--- src/rtl/wiper_i2c_pkg.sv ---
package wiper_i2c_pkg;

    typedef enum logic [3:0] {
        ST_IDLE,
        ST_DEVID,
        ST_DEVID_ACK,
        ST_REGADR,
        ST_REGADR_ACK,
        ST_WDATA,
        ST_WDATA_ACK,
        ST_TX,
        ST_TX_ACK,
        ST_DONE
    } link_state_t;

endpackage

--- src/rtl/wiper_line_filter.sv ---
module wiper_line_filter #(
    parameter int   SYNC_STAGES = 2,
    parameter int   HOLD_CYC    = 6,
    parameter logic IDLE_LVL    = 1'b1
) (
    input  logic clk,
    input  logic rst_n,
    input  logic line_i,
    output logic line_o
);
    localparam int CNT_W = $clog2(HOLD_CYC + 1);

    logic [SYNC_STAGES-1:0] sync_q;
    logic [CNT_W-1:0]       run_q;
    logic                   filt_q;
    logic                   synced;

    assign synced = sync_q[SYNC_STAGES-1];

    always_ff @(posedge clk or negedge rst_n) begin
        if (!rst_n) begin
            sync_q <= {SYNC_STAGES{IDLE_LVL}};
            run_q  <= '0;
            filt_q <= IDLE_LVL;
        end else begin
            sync_q <= {sync_q[SYNC_STAGES-2:0], line_i};
            if (synced == filt_q) begin
                run_q <= '0;
            end else if (run_q == CNT_W'(HOLD_CYC - 1)) begin
                filt_q <= synced;
                run_q  <= '0;
            end else begin
                run_q <= run_q + 1'b1;
            end
        end
    end

    assign line_o = filt_q;

    // a new filtered level needs at least two agreeing synchronized samples
    a_r10_level_agreed: assert property (@(posedge clk) disable iff (!rst_n)
        (filt_q != $past(filt_q)) |-> ($past(synced, 1) == filt_q && $past(synced, 2) == filt_q));

endmodule

--- src/rtl/wiper_bus_events.sv ---
module wiper_bus_events (
    input  logic clk,
    input  logic rst_n,
    input  logic scl_f,
    input  logic sda_f,
    output logic ev_start,
    output logic ev_stop,
    output logic ev_rise,
    output logic ev_fall,
    output logic sda_lvl
);
    logic scl_p, sda_p;

    always_ff @(posedge clk or negedge rst_n) begin
        if (!rst_n) begin
            scl_p <= 1'b1;
            sda_p <= 1'b1;
        end else begin
            scl_p <= scl_f;
            sda_p <= sda_f;
        end
    end

    assign ev_start = scl_f & scl_p & sda_p & ~sda_f;
    assign ev_stop  = scl_f & scl_p & ~sda_p & sda_f;
    assign ev_rise  = scl_f & ~scl_p;
    assign ev_fall  = ~scl_f & scl_p;
    assign sda_lvl  = sda_f;

    // start, stop and clock edges are mutually exclusive events
    a_r4_events_exclusive: assert property (@(posedge clk) disable iff (!rst_n)
        $onehot0({ev_start, ev_stop, ev_rise, ev_fall}));

endmodule

--- src/rtl/wiper_proto_fsm.sv ---
module wiper_proto_fsm
    import wiper_i2c_pkg::*;
#(
    parameter int                DATA_W    = 8,
    parameter logic [DATA_W-2:0] DEV_ID    = 7'b0101000,
    parameter logic [DATA_W-1:0] REG_ADDR  = 8'h00,
    parameter logic [DATA_W-1:0] RESET_VAL = 8'h80
) (
    input  logic              clk,
    input  logic              rst_n,
    input  logic              ev_start,
    input  logic              ev_stop,
    input  logic              ev_rise,
    input  logic              ev_fall,
    input  logic              sda_lvl,
    output logic              sda_oe_o,
    output logic [DATA_W-1:0] wiper_o
);
    localparam int CNT_W = $clog2(DATA_W + 1);

    link_state_t       st_q, nxt;
    logic [CNT_W-1:0]  bit_cnt;
    logic [DATA_W-1:0] rx_sr, tx_sr, wiper_q;
    logic              rw_q, mack_q;
    logic              full, rx_state, id_hit, adr_hit;

    assign full     = (bit_cnt == CNT_W'(DATA_W));
    assign rx_state = (st_q == ST_DEVID) || (st_q == ST_REGADR) || (st_q == ST_WDATA);
    assign id_hit   = (rx_sr[DATA_W-1:1] == DEV_ID);
    assign adr_hit  = (rx_sr == REG_ADDR);

    always_comb begin
        nxt = st_q;
        if (ev_stop) begin
            nxt = ST_IDLE;
        end else if (ev_start) begin
            nxt = ST_DEVID;
        end else if (ev_fall) begin
            unique case (st_q)
                ST_DEVID:      if (full) nxt = id_hit ? ST_DEVID_ACK : ST_DONE;
                ST_DEVID_ACK:  nxt = rw_q ? ST_TX : ST_REGADR;
                ST_REGADR:     if (full) nxt = adr_hit ? ST_REGADR_ACK : ST_DONE;
                ST_REGADR_ACK: nxt = ST_WDATA;
                ST_WDATA:      if (full) nxt = ST_WDATA_ACK;
                ST_WDATA_ACK:  nxt = ST_DONE;
                ST_TX:         if (bit_cnt == CNT_W'(DATA_W - 1)) nxt = ST_TX_ACK;
                ST_TX_ACK:     nxt = mack_q ? ST_TX : ST_DONE;
                default:       nxt = st_q;
            endcase
        end
    end

    always_ff @(posedge clk or negedge rst_n) begin
        if (!rst_n) begin
            st_q    <= ST_IDLE;
            bit_cnt <= '0;
            rx_sr   <= '0;
            tx_sr   <= '0;
            wiper_q <= RESET_VAL;
            rw_q    <= 1'b0;
            mack_q  <= 1'b0;
        end else begin
            st_q <= nxt;
            if (ev_start || ev_stop || nxt != st_q) begin
                bit_cnt <= '0;
            end else if (rx_state && ev_rise && !full) begin
                bit_cnt <= bit_cnt + 1'b1;
                rx_sr   <= {rx_sr[DATA_W-2:0], sda_lvl};
            end else if (st_q == ST_TX && ev_fall) begin
                bit_cnt <= bit_cnt + 1'b1;
                tx_sr   <= {tx_sr[DATA_W-2:0], 1'b0};
            end
            if (nxt == ST_TX && st_q != ST_TX) tx_sr <= wiper_q;
            if (st_q == ST_TX_ACK && ev_rise) mack_q <= ~sda_lvl;
            if (st_q == ST_DEVID && ev_fall && full) rw_q <= rx_sr[0];
            if (st_q == ST_WDATA && ev_fall && full && !ev_stop && !ev_start) wiper_q <= rx_sr;
        end
    end

    always_comb begin
        unique case (st_q)
            ST_DEVID_ACK, ST_REGADR_ACK, ST_WDATA_ACK: sda_oe_o = 1'b1;
            ST_TX:                                    sda_oe_o = ~tx_sr[DATA_W-1];
            default:                                  sda_oe_o = 1'b0;
        endcase
    end

    assign wiper_o = wiper_q;

    // the register moves only on an SCL fall while receiving data
    a_r6_commit_edge: assert property (@(posedge clk) disable iff (!rst_n)
        (wiper_q != $past(wiper_q)) |-> ($past(st_q) == ST_WDATA && $past(ev_fall)));
    // STOP always lands in idle
    a_r9_stop_idle: assert property (@(posedge clk) disable iff (!rst_n)
        ev_stop |=> (st_q == ST_IDLE));
    // a STOP never changes the register
    a_r12_stop_holds: assert property (@(posedge clk) disable iff (!rst_n)
        ev_stop |=> $stable(wiper_q));
    // a rejected identifier gets no acknowledge
    a_r11_miss_no_ack: assert property (@(posedge clk) disable iff (!rst_n)
        (st_q == ST_DEVID && ev_fall && full && !id_hit) |=> !sda_oe_o);
    // a master not-acknowledge releases the line
    a_r8_nack_release: assert property (@(posedge clk) disable iff (!rst_n)
        (st_q == ST_TX_ACK && ev_fall && !mack_q) |=> !sda_oe_o);

endmodule

--- src/rtl/wiper_i2c_slave.sv ---
module wiper_i2c_slave #(
    parameter int                CLK_NS      = 10,
    parameter int                GLITCH_NS   = 50,
    parameter int                SYNC_STAGES = 2,
    parameter int                DATA_W      = 8,
    parameter logic [DATA_W-2:0] DEV_ID      = 7'b0101000,
    parameter logic [DATA_W-1:0] REG_ADDR    = 8'h00,
    parameter logic [DATA_W-1:0] RESET_VAL   = 8'h80
) (
    input  logic              clk,
    input  logic              rst_n,
    input  logic              scl_i,
    input  logic              sda_i,
    output logic              sda_oe_o,
    output logic [DATA_W-1:0] wiper_o
);
    localparam int HOLD_CYC = GLITCH_NS / CLK_NS + 1;
    localparam int N_LINES  = 2;

    logic [N_LINES-1:0] raw_lines, filt_lines;
    logic ev_start, ev_stop, ev_rise, ev_fall, sda_lvl;

    assign raw_lines = {scl_i, sda_i};

    for (genvar g = 0; g < N_LINES; g++) begin : g_line
        wiper_line_filter #(
            .SYNC_STAGES(SYNC_STAGES),
            .HOLD_CYC   (HOLD_CYC),
            .IDLE_LVL   (1'b1)
        ) u_filt (
            .clk   (clk),
            .rst_n (rst_n),
            .line_i(raw_lines[g]),
            .line_o(filt_lines[g])
        );
    end

    wiper_bus_events u_events (
        .clk     (clk),
        .rst_n   (rst_n),
        .scl_f   (filt_lines[1]),
        .sda_f   (filt_lines[0]),
        .ev_start(ev_start),
        .ev_stop (ev_stop),
        .ev_rise (ev_rise),
        .ev_fall (ev_fall),
        .sda_lvl (sda_lvl)
    );

    wiper_proto_fsm #(
        .DATA_W   (DATA_W),
        .DEV_ID   (DEV_ID),
        .REG_ADDR (REG_ADDR),
        .RESET_VAL(RESET_VAL)
    ) u_fsm (
        .clk     (clk),
        .rst_n   (rst_n),
        .ev_start(ev_start),
        .ev_stop (ev_stop),
        .ev_rise (ev_rise),
        .ev_fall (ev_fall),
        .sda_lvl (sda_lvl),
        .sda_oe_o(sda_oe_o),
        .wiper_o (wiper_o)
    );

endmodule

--- config.mk ---
export PLATFORM = sky130hd
export DESIGN_NAME = wiper_i2c_slave
export DESIGN_NICKNAME = d
export VERILOG_FILES = /design/src/rtl/wiper_i2c_pkg.sv /design/src/rtl/wiper_line_filter.sv /design/src/rtl/wiper_bus_events.sv /design/src/rtl/wiper_proto_fsm.sv /design/src/rtl/wiper_i2c_slave.sv
export SDC_FILE = /design/constraint.sdc
export NUM_CORES = 1
export LEC_CHECK = 0
export BUFFER_PORTS_ARGS = -buffer_cell sky130_fd_sc_hd__buf_2
export CORE_ASPECT_RATIO = 1.4
export CORE_MARGIN = 3
export CORE_UTILIZATION = 45
export CTS_CLUSTER_DIAMETER = 30
export CTS_CLUSTER_SIZE = 28
export DETAILED_ROUTE_END_ITERATION = 8
export PLACE_DENSITY = 0.7
export SYNTH_ARGS = -nofsm -noshare
export SYNTH_HDL_FRONTEND = slang
export SYNTH_HIERARCHICAL = 1
export SYNTH_SLANG_ARGS = --single-unit
--- constraint.sdc ---
create_clock -name clk -period 6.95 [get_ports clk]
set_input_delay 0 -clock clk [delete_from_list [all_inputs] [get_ports clk]]
set_output_delay 0 -clock clk [all_outputs]
set_load 0.05 [all_outputs]
==> reports/qor.csv <==
metric,value,unit
GRT met2 Usage,24.5,%
CTS root buffer,clkbuf_8,
CTS H-tree lvls,2,
Num CTS Buffers,5,
DR WL/cell,15.0,µm
RSZ-0062 raised after global routing,false,
clock latency on the worst-skew pair,300,ps
"top cells by count, synth","dfrtp_1, mux2_2, nor2_1",
Die ar.,6380,µm²
Non-Filler Instances,296,
Die W,68.4,µm
TritonRoute pass-1 iters,4,
Post-Syn Area,2450,µm²
DR vias/cell,5.68,
Rows,31,
outcome,finished clean,
Power Dens Cells,350,nW/µm²
Ys Warns,6,
Area contributors post-synth,"dfrtp_1, mux2_2, dfstp_2",
Final nets,235,
FILL cells,478,
Die Y,93.3,µm
f_max,327,MHz
post-synth top area share,39.8,%
crit end category,flop,
CTS sink count,48,
drt total wl,4450,µm
Tcrit/Tclk final,44.0,%
drt initial violations,120,
Post-CTS Repair Setup Buffers,0,
Leak,0.00124,µW
setup tns final,0,ps
VDD IR max,0.190,mV
CTS tree,yes,
clk slew on worst S/H paths,90,ps
Initial Util,46.8,%
"area leader, netlist",dfrtp_1,
hpwl dp,3030,µm
crit path kind,reg -> reg,
Routed Antenna Nets,0,
min cycle time layout,3060,ps
Worst Setup Start Kind,flop,
# diodes,0,
Synth Area per Inst,11.5,µm²
io pins,13,
Worst-Margin Slew,1030,ps
routability cong.,0.865,
drt drc,0,
vias in the first global route,1623,
"count leader, synth",dfrtp_1,
relative slew slack,31.4,%
Clock Path Buffers,2,
Min-Delay Path Class,in -> reg,
hold_buf cts,3,
CP max FO,17,
post-route clock skew,9.17,ps
grt peak-use layer,met2,
final hold violations,0,
Yosys reg bits,48,
routed via count,1680,
post-cts sizing count,0,
largest net degree at the start of global routing,49,
met3 Track Usage GR,3.49,%
max-slew violations,0,
Tot GR Track Use,16.1,%
synth-to-layout area growth,12.4,%
share of layout cells above drive strength 1,31.3,%
dpl ws,3880,ps
"Primary FF master, synth",dfrtp_1,
post-route setup slack,3890,ps
post-synthesis cell type count,55,
final setup vio count,0,
IO buf count,12,
Multi-input gate area,1180,µm²
Synthesized Nets,220,
core area,5240,µm²
sequential cell area,1210,µm²
register area share after synthesis,49.5,%
Crit path required time,7140,ps
first-pass GRT wire length,7620,µm
Total Power,964,µW
"Async S/R FF share, synth",100,%
M1 GR Usage,20.7,%
"EDFF count, synth",0,
initial antenna violation count,0,
Max Cap Viol,0,
Syn Inst Count,214,
critical path arrival,3250,ps
placed cells,285,
total grt overflow,0,
## critical path: stages (launching register included)
cell and delay, ps:
dfrtp_1 660, or3b_4 470, or4_1 560, a221oi_2 270
o211ai_1 150, a211oi_4 460, mux2_2 390
## per-layer routing
| metal | up-vias | share of wire [%] |
|---|---|---|
| li1 | 809 | - |
| met1 | 817 | 44 |
| met2 | 38 | 49 |
| met3 | 16 | 3.2 |
| met4 | 0 | 3.5 |
| met5 | - | 0 |
## through the flow
stage	cell area, µm²	util [%]	hold WS, ps
floorplan	2450	-	-296
global placement	2560	49.0	105
detailed placement	2560	49.0	107
CTS	2750	52.6	322
global route	2750	52.6	344
finish	2750	52.6	341
## cells in the final DEF (no fill, tap or decap), types with 2 or more instances in the layout
cell           instances
mux2_2                34
nor2b_1                4
or3b_1                 2
dlygate4sd3_1          3
clkbuf_8               5
xnor2_1                3
buf_2                 12
o21bai_1               2
dfrtp_1               39
nor4_1                 3
nand2_1                6
nand2b_1               6
or4_1                  2
ha_1                   2
bufinv_16              3
and4b_1                2
nor3_1                 2
a31oi_1                2
nand3b_1               8
nor2_1                19
o211ai_1               3
xor2_1                 2
nand3_1                6
dfstp_2                9
inv_1                  6
a21oi_1               12
o21ai_0                4
## power breakdown
group          leakage, µW  internal [µW]  switching [µW]
sequential        0.000624            326            79.7
combinational     0.000539            131             154
clock            0.0000784            180            92.1
## state kept, by name (all words and copies together) (netlist names)
register	cells
g_line.u_filt/run_q	6
u_events/scl_p	1
u_fsm/st_q	4
u_events/sda_p	1
u_fsm/rw_q	1
u_fsm/tx_sr	8
u_fsm/wiper_o	8
u_fsm/rx_sr	8
u_fsm/bit_cnt	4
g_line.u_filt/line_o	2
u_fsm/mack_q	1
g_line.u_filt/sync_q	4
## worst paths after layout
| path | from | end | slack, ps | cells past startpoint |
|---|---|---|---|---|
| worst max register to register | u_fsm/st_q[0]$_DFF_PN0_ | u_fsm/tx_sr[5]$_DFFE_PN0P_ | 3890 | 6 |
| worst max-delay path | u_fsm/st_q[0]$_DFF_PN0_ | u_fsm/tx_sr[5]$_DFFE_PN0P_ | 3890 | 6 |
| max in group asynchronous | rst_n | g_line[0].u_filt/run_q[0]$_DFF_PN0_ | 5890 | 2 |
| min in group asynchronous | rst_n | u_fsm/wiper_o[1]$_DFFE_PN0P_ | 420 | 2 |
| worst min register to register | g_line[0].u_filt/sync_q[0]$_DFF_PN1_ | g_line[0].u_filt/sync_q[1]$_DFF_PN1_ | 360 | 0 |
| worst min-delay path | sda_i | g_line[0].u_filt/sync_q[0]$_DFF_PN1_ | 340 | 2 |
## layout make-up
type / count / share of cell area (%)
well taps: 66 / 3.00
clock inverters: 3 / 3.27
multi-input cells: 152 / 42.8
flip-flops and latches: 48 / 44.0
inverters: 6 / 0.818
clock buffers: 5 / 2.50
repair buffers: 16 / 3.54
## kinds of logic (layout without fill, tap and decap cells)
group / after synthesis / after routing / share of synthesized area (%)
AO/OA/AOI/OAI: 37 / 37 / 11.2
XOR/XNOR: 5 / 5 / 1.79
adder cells (fa/ha/maj): 2 / 2 / 1.02
buffers and inverters: 14 / 30 / 2.40
flip-flops: 48 / 48 / 49.5
multiplexers: 35 / 35 / 16.1
AND/OR/NAND/NOR: 73 / 73 / 18.1
No activity file was read; power rests on OpenSTA's default activity.
